===== src/rtl/txarb_pkg.sv =====
// Shared constants for the transmit priority arbiter.
// Assumes a fixed contest of three buffers; index width follows from that.
package txarb_pkg;
    localparam int NUM_BUF = 3;
    localparam int IDX_W   = $clog2(NUM_BUF);
    typedef logic [IDX_W-1:0] buf_idx_t;
endpackage


===== src/rtl/txarb_keyform.sv =====
// Forms the ranking key of one buffer.
// In priority mode the key is the zero-extended priority value. In identifier mode
// it is the full identifier, or the low STD_W bits zero-extended for a standard frame.
// Assumes KEY_W >= ID_W, KEY_W >= PRIO_W and STD_W <= ID_W.
module txarb_keyform #(
    parameter int ID_W   = 29,
    parameter int STD_W  = 11,
    parameter int PRIO_W = 8,
    parameter int KEY_W  = 29
) (
    input  logic              rank_by_prio,
    input  logic              is_ext,
    input  logic [ID_W-1:0]   id,
    input  logic [PRIO_W-1:0] prio,
    output logic [KEY_W-1:0]  key
);
    logic [KEY_W-1:0] id_key;

    // Masks standard identifiers down to their defined field.
    always_comb begin
        if (is_ext) id_key = KEY_W'(id);
        else        id_key = KEY_W'(id[STD_W-1:0]);
    end

    // Picks the key source by mode.
    always_comb begin
        if (rank_by_prio) key = KEY_W'(prio);
        else              key = id_key;
    end
endmodule


===== src/rtl/txarb_minsel.sv =====
// Finds the requesting entry with the smallest key.
// Entries are scanned from index 0 upward with a strict less-than, so equal keys
// keep the earlier (lower) index. Assumes NUM fits in IDX_W bits.
module txarb_minsel #(
    parameter int NUM   = 3,
    parameter int KEY_W = 29,
    parameter int IDX_W = 2
) (
    input  logic [NUM-1:0]            req,
    input  logic [NUM-1:0][KEY_W-1:0] keys,
    output logic                      found,
    output logic [IDX_W-1:0]          win_idx
);
    logic [KEY_W-1:0] best_key;

    // Linear scan keeping the smallest key seen so far.
    always_comb begin
        found    = 1'b0;
        win_idx  = '0;
        best_key = '0;
        for (int i = 0; i < NUM; i++) begin
            if (req[i] && (!found || keys[i] < best_key)) begin
                found    = 1'b1;
                win_idx  = IDX_W'(i);
                best_key = keys[i];
            end
        end
    end
endmodule


===== src/rtl/txarb_hold.sv =====
// Holds the chosen buffer for the duration of a frame.
// Captures the live winner on a start strobe while idle and a winner exists,
// and releases it on a done or abort pulse. Starts while active are ignored.
module txarb_hold #(
    parameter int IDX_W = 2
) (
    input  logic             clk,
    input  logic             rst_n,
    input  logic             start,
    input  logic             done,
    input  logic             abort,
    input  logic             cand_valid,
    input  logic [IDX_W-1:0] cand_idx,
    output logic             active,
    output logic [IDX_W-1:0] held_idx
);
    // Frame ownership register: capture on start, release on done or abort.
    always_ff @(posedge clk) begin
        if (!rst_n) begin
            active   <= 1'b0;
            held_idx <= '0;
        end else if (active) begin
            if (done || abort) active <= 1'b0;
        end else if (start && cand_valid) begin
            active   <= 1'b1;
            held_idx <= cand_idx;
        end
    end
endmodule


===== src/rtl/txprio_arbiter.sv =====
// Top of the three-buffer transmit priority arbiter.
// Builds one key per buffer, selects the live minimum and latches it per frame.
// Assumes control strobes are single-cycle and synchronous to clk.
module txprio_arbiter
    import txarb_pkg::*;
#(
    parameter int ID_W   = 29,
    parameter int STD_W  = 11,
    parameter int PRIO_W = 8
) (
    input  logic                      clk,
    input  logic                      rst_n,
    input  logic                      rank_by_prio,
    input  logic [NUM_BUF-1:0]        tx_req,
    input  logic [NUM_BUF-1:0]        tx_ext,
    input  logic [NUM_BUF*ID_W-1:0]   tx_id,
    input  logic [NUM_BUF*PRIO_W-1:0] tx_prio,
    input  logic                      frame_start,
    input  logic                      frame_done,
    input  logic                      frame_abort,
    output logic                      next_valid,
    output logic [IDX_W-1:0]          next_idx,
    output logic                      frame_active,
    output logic [IDX_W-1:0]          frame_idx
);
    localparam int KEY_W = (ID_W > PRIO_W) ? ID_W : PRIO_W;

    logic [NUM_BUF-1:0][KEY_W-1:0] buf_key;

    // One key former per buffer.
    for (genvar b = 0; b < NUM_BUF; b++) begin : g_key
        txarb_keyform #(
            .ID_W  (ID_W),
            .STD_W (STD_W),
            .PRIO_W(PRIO_W),
            .KEY_W (KEY_W)
        ) u_key (
            .rank_by_prio(rank_by_prio),
            .is_ext      (tx_ext[b]),
            .id          (tx_id[b*ID_W +: ID_W]),
            .prio        (tx_prio[b*PRIO_W +: PRIO_W]),
            .key         (buf_key[b])
        );
    end

    txarb_minsel #(
        .NUM  (NUM_BUF),
        .KEY_W(KEY_W),
        .IDX_W(IDX_W)
    ) u_min (
        .req    (tx_req),
        .keys   (buf_key),
        .found  (next_valid),
        .win_idx(next_idx)
    );

    txarb_hold #(
        .IDX_W(IDX_W)
    ) u_hold (
        .clk       (clk),
        .rst_n     (rst_n),
        .start     (frame_start),
        .done      (frame_done),
        .abort     (frame_abort),
        .cand_valid(next_valid),
        .cand_idx  (next_idx),
        .active    (frame_active),
        .held_idx  (frame_idx)
    );
endmodule


===== config.mk =====
export PLATFORM = sky130hd
export DESIGN_NAME = txprio_arbiter
export DESIGN_NICKNAME = d
export VERILOG_FILES = /design/src/rtl/txarb_pkg.sv /design/src/rtl/txarb_keyform.sv /design/src/rtl/txarb_minsel.sv /design/src/rtl/txarb_hold.sv /design/src/rtl/txprio_arbiter.sv
export SDC_FILE = /design/constraint.sdc
export NUM_CORES = 1
export LEC_CHECK = 0
export ABC_AREA = 1
export CORE_MARGIN = 1.5
export CORE_UTILIZATION = 44
export CTS_CLUSTER_SIZE = 10
export DETAILED_ROUTE_END_ITERATION = 8
export PLACE_DENSITY = 0.89
export SETUP_SLACK_MARGIN = 0.02
export SKIP_LAST_GASP = 1
export SLEW_MARGIN = 20
export SYNTH_ARGS = -nofsm -noshare
export SYNTH_HDL_FRONTEND = slang
export SYNTH_SLANG_ARGS = --single-unit

===== constraint.sdc =====
create_clock -name clk -period 27.3 [get_ports clk]
set_input_delay 8.19 -clock clk [delete_from_list [all_inputs] [get_ports clk]]
set_output_delay 8.19 -clock clk [all_outputs]
set_load 0.1 [all_outputs]

==> results of run 1 <==
[cells in the mapped netlist]
master,instances,area (um^2)
nand2_2,2,12.5
inv_1,18,67.6
clkinv_1,1,3.75
o21ai_0,41,205
nor3b_1,1,7.51
ha_1,56,701
o21bai_1,1,7.51
buf_2,3,15.0
mux2i_1,1,10.0
clkbuf_1,17,63.8
nand3_1,4,20.0
a21oi_1,26,130
nand2_1,184,691
nor4_1,1,6.26
or3_1,1,6.26
or2_2,1,6.26
o21a_1,3,22.5
a211oi_1,4,30.0
nor2_1,76,285
inv_2,1,3.75
nand4_1,5,31.3
o221a_2,1,11.3
nor3_1,1,5.00
dfxtp_1,3,60.1
a21o_1,1,7.51
[state kept, by name, summed over array words and instances (netlist names)]
name,count
u_hold.held_idx,2
u_hold.active,1
[power breakdown]
group | switching [uW] | total [uW] | internal, uW
registers | 0.198 | 4.99 | 4.79
clock network | 2.99 | 12.9 | 9.96
logic | 35.4 | 67.9 | 32.5
total | 38.6 | 85.9 | 47.3
[worst paths after layout]
path	from	endpoint	slack, ns	cells past startpoint
hold reg to reg	u_hold.held_idx[0]	u_hold.held_idx[0]	0.54	2
setup reg to reg	u_hold.active	u_hold.held_idx[1]	26.44	3
setup / recovery	tx_req[0]	next_idx[1]	4.90	31
hold / removal	u_hold.held_idx[0]	u_hold.held_idx[0]	0.54	2
[logic make-up after synthesis]
group / Yosys count / synth area share, %
compound gates: 77 / 17.2
fa+ha+maj: 56 / 29.1
buf+inv: 40 / 6.39
flops: 3 / 2.49
mux: 1 / 0.415
simple gates: 276 / 44.4
[cells in the final DEF (no fill, tap or decap)]
cell type,instances
nand2_1,184
clkdlybuf4s50_1,127
nor2_1,76
ha_1,56
o21ai_0,41
a21oi_1,26
inv_1,18
nand4_1,5
nand3_1,4
a211oi_1,4
o21a_1,3
clkbuf_8,3
dfxtp_1,3
nand2_2,2
inv_2,1
a21o_1,1
mux2i_1,1
nor3_1,1
o221a_2,1
or3_1,1
nor4_1,1
o21bai_1,1
or2_2,1
clkinv_1,1
nor3b_1,1
clkbuf_1,1
buf_4,1
[layer usage]
layer  vias up  part of all wire [%]  track usage (%)
met2        91                    48             45.3
met5         -                     0                0
met4         0                   1.2             5.64
li1       1711                     -                -
met1      1405                    46             30.7
met3         8                   4.7             2.26
[cell type report]
cell class | instances | area [um^2]
fill | 487 | 1460
sequential | 3 | 60.1
inverter | 20 | 75.1
multi-input combinational | 410 | 2200
timing repair buffer | 128 | 1280
tap | 70 | 87.6
clock buffer | 4 | 45.0
[worst max-delay path, delay by kind of cell]
family,cells,cell delay (ns)
AOI/OAI and AO/OA,8,1.32
adders and majority gates,2,0.57
buffers and inverters,6,2.41
and+or+nand+nor,15,1.71
[through the flow]
| stage | worst slack, ns | area [um^2] | std cells |
|---|---|---|---|
| finish | 4.90 | 3740 | 635 |
| global route | 4.30 | 3740 | 635 |
| CTS | 4.80 | 3740 | 635 |
| detailed placement | 4.82 | 3690 | 631 |
| global placement | 4.98 | 3690 | 631 |
| floorplan | 6.82 | 2410 | 453 |
==> out/metrics.yaml, run 1 <==
holdBufCountCts: 0
ys_seq_area_share_pct: 2.49
p_leak_uw: 0.00186
areaGrowthSynthToFinish_pct: 55.3
syn_nets: 632
ys_warn_count: 0
postCtsSetupBuffers: 0
slew_viol_final: 0
routed_wl_um: 7470
endpoint_kind: "output port"
drc: 0
fp.dieW_um: 77.0
drive_gt1_share_pct: 1.59
hold_viol: 0
clk_latency_ns: 0.22
finalSetupViolCount: 0
path_clk_slew_ns: 0.03
ys_types: 25
diodes: 0
drtIter0Drc: 153
status: "completed"
slowest_stage: "clkdlybuf4s50_1"
design.core.area_um2: 5200
avgRoutedWirePerCell_um: 11.8
synth.avg_cell_area_um2: 5.32
postSynthCellCount: 453
drv_cap: 0
rsz0062_at_grt: "false"
ir_drop_mv: 0.0275
tns_ns: 0
htree_levels: 1
cp-start-kind: "primary input"
root_buffer: "clkbuf_8"
powerDensity_nw_per_um2: 22.9
grt_pass1_wl_um: 12500
fmax_mhz: 44.7
via_count: 3215
final_antenna_net_count: 0
gp_congestion: 0.901
period_needed_ns: 22.40
crit_fanout: 58
grt.total_usage_pct: 24.6
clockBufferDepth: 2
core.rowCount: 26
cp_slowest_stage_delay_ns: 1.13
final.period_utilization_pct: 82.0
relSlewSlack_pct: 35.1
ys_ff_latch: 3
dp_hpwl_um: 6150
grt_pass1_vias: 3037
cp_data_required_time_ns: 19.11
avgViaCountPerCell: 5.06
worstMarginPinSlew_ns: 0.971
io-pin-count: 129
grt.overflow.total: 0
die_h_um: 77.0
grt_max_degree: 69
fin_nets: 745
synth_area_um2: 2410
cts_sinks: 3
cts_tree: "built"
cp.arrival_ns: 14.21
buffer_ports.inserted: 128
min_path_type: "reg -> reg"
total_power_uw: 85.9
path_class: "in -> out"
ctsResizeCount: 0
post-route-util_pct: 71.9
finClkSkew_ns: 0.00278
initial_core_util_pct: 46.3
cts_buffers: 3
hold_ws_ns: 0.540
antenna_found_initial: 0
dr.pass1.iters: 4
crit_top_cell: "nand2_1"
die-area_um2: 5930
No activity file was read; power rests on OpenSTA's default activity.
==> run 2: changes to the inputs <==
Settings changed: CORE_UTILIZATION 44 to 41, PLACE_DENSITY 0.89 to 0.84.
Clock period 27.3 ns to 23.1 ns, I/O delays scaled along.
==> run 2 against run 1 <==
Worst hold slack worse by 0.0049 ns. Register-to-register slack got worse by 4.2 ns. First-iteration DRC count decreased by 3.3%.
==> out/metrics.yaml, run 2 (same netlist as run 1, synthesis figures left out) <==
grt_pass1_vias: 3167
antenna_found_initial: 0
min_path_type: "reg -> reg"
routed_wl_um: 7830
die-area_um2: 6350
hold_ws_ns: 0.535
cts_sinks: 3
endpoint_kind: "output port"
cp_data_required_time_ns: 16.17
drc: 0
crit_fanout: 58
avgRoutedWirePerCell_um: 12.3
status: "completed"
hold_viol: 0
holdBufCountCts: 0
final_common_cell: "nand2_1"
worst_slack_ns: 3.08
io-pin-count: 129
htree_levels: 1
dr.pass1.iters: 5
ir_drop_mv: 0.0325
cp-start-kind: "primary input"
path_class: "in -> out"
p_leak_uw: 0.00186
drtIter0Drc: 148
relSlewSlack_pct: 35.6
initial_core_util_pct: 43.2
design.core.area_um2: 5570
final_antenna_net_count: 0
root_buffer: "clkbuf_8"
largest_reg_flops: 2
drive_gt1_share_pct: 1.77
final_cell_mix: "nand2_1 (184), clkdlybuf4s50_1 (127), nor2_1 (76)"
gp_congestion: 0.881
cp.arrival_ns: 13.09
drv_cap: 0
via_count: 3230
top_register: "u_hold.held_idx"
dp_hpwl_um: 6600
worstMarginPinSlew_ns: 0.962
rsz0062_at_grt: "false"
reg_top3: "u_hold.held_idx (2), u_hold.active (1)"
grt.overflow.total: 0
grt.total_usage_pct: 25.4
tns_ns: 0
finClkSkew_ns: 0.000103
core.rowCount: 27
fmax_mhz: 50.0
period_needed_ns: 20.02
fin_nets: 746
cts_tree: "built"
clk_latency_ns: 0.23
grt_max_degree: 69
buffer_ports.inserted: 128
clockBufferDepth: 2
slew_viol_final: 0
avgViaCountPerCell: 5.06
die_h_um: 79.7
diodes: 0
fp.dieW_um: 79.7
total_power_uw: 103
ctsResizeCount: 0
areaGrowthSynthToFinish_pct: 55.6
cts_buffers: 3
grt_pass1_wl_um: 13300
post-route-util_pct: 67.3
finalSetupViolCount: 0
pre_cts_ws_ns: 3.21
final.period_utilization_pct: 86.7
postCtsSetupBuffers: 0
path_clk_slew_ns: 0.03
powerDensity_nw_per_um2: 27.5
==> run 2: cell count changes in the layout (fill, tap and decap cells not counted), sizes merged <==
cell	delta
buf	+1
==> run 2: worst paths after layout <==
check	to	cells past startpoint	slack, ns	from
max	next_idx[0]	27	3.08	tx_req[0]
min	u_hold.held_idx[0]	2	0.54	u_hold.held_idx[0]
max reg2reg	u_hold.held_idx[1]	3	22.24	u_hold.active
min reg2reg	u_hold.held_idx[0]	2	0.54	u_hold.held_idx[0]
==> run 2: metrics by stage <==
step           instances  instance area [um^2]
2_1_floorplan        453                  2410
3_3_place_gp         634                  3700
3_5_place_dp         634                  3700
4_1_cts              638                  3750
5_1_grt              638                  3750
6_report             638                  3750
==> run 2: per-layer routing <==
layer | part of all wire (%) | track usage [%] | wire (um) | up-vias
li1 | - | - | - | 1710
met1 | 43 | 30.7 | 3380 | 1393
met2 | 48 | 46.1 | 3730 | 106
met3 | 6.4 | 2.51 | 505 | 21
met4 | 2.8 | 8.60 | 220 | 0
met5 | 0 | 0 | 0 | -
==> run 2: power breakdown <==
part | switching [uW] | total, uW | internal, uW | leakage [uW]
Combinational | 42.3 | 80.9 | 38.6 | 0.00181
Clock | 4.55 | 16.4 | 11.9 | 0.0000228
Sequential | 0.211 | 5.87 | 5.66 | 0.0000248
==> run 2: worst max-delay path: stages <==
cell and delay (ns):
clkdlybuf4s50_1 0.47, inv_1 0.25, nor2_1 0.13, nand2_1 0.11
clkinv_1 0.42, nand2_1 0.25, ha_1 0.27, a21oi_1 0.16
o21a_1 0.15, nand2_1 0.05, nor2_1 0.11, nand2_1 0.06
nand2_1 0.08, nand2_2 0.50, nand2_1 0.21, o21ai_0 0.12
ha_1 0.40, nand4_1 0.14, or3_1 0.39, nor4_1 0.33
nand2_1 0.10, nand2_1 0.07, nand2_1 0.06, nand2_2 0.07
nand2_1 0.07, inv_1 0.06, clkdlybuf4s50_1 1.12
==> run 2: cell type report <==
cell class	instances	area, um^2
Clock buffer	4	45.0
Inverter	20	75.1
Sequential cell	3	60.1
Timing Repair Buffer	129	1280
Fill cell	524	1820
Tap cell	72	90.1
Multi-Input combinational cell	410	2200
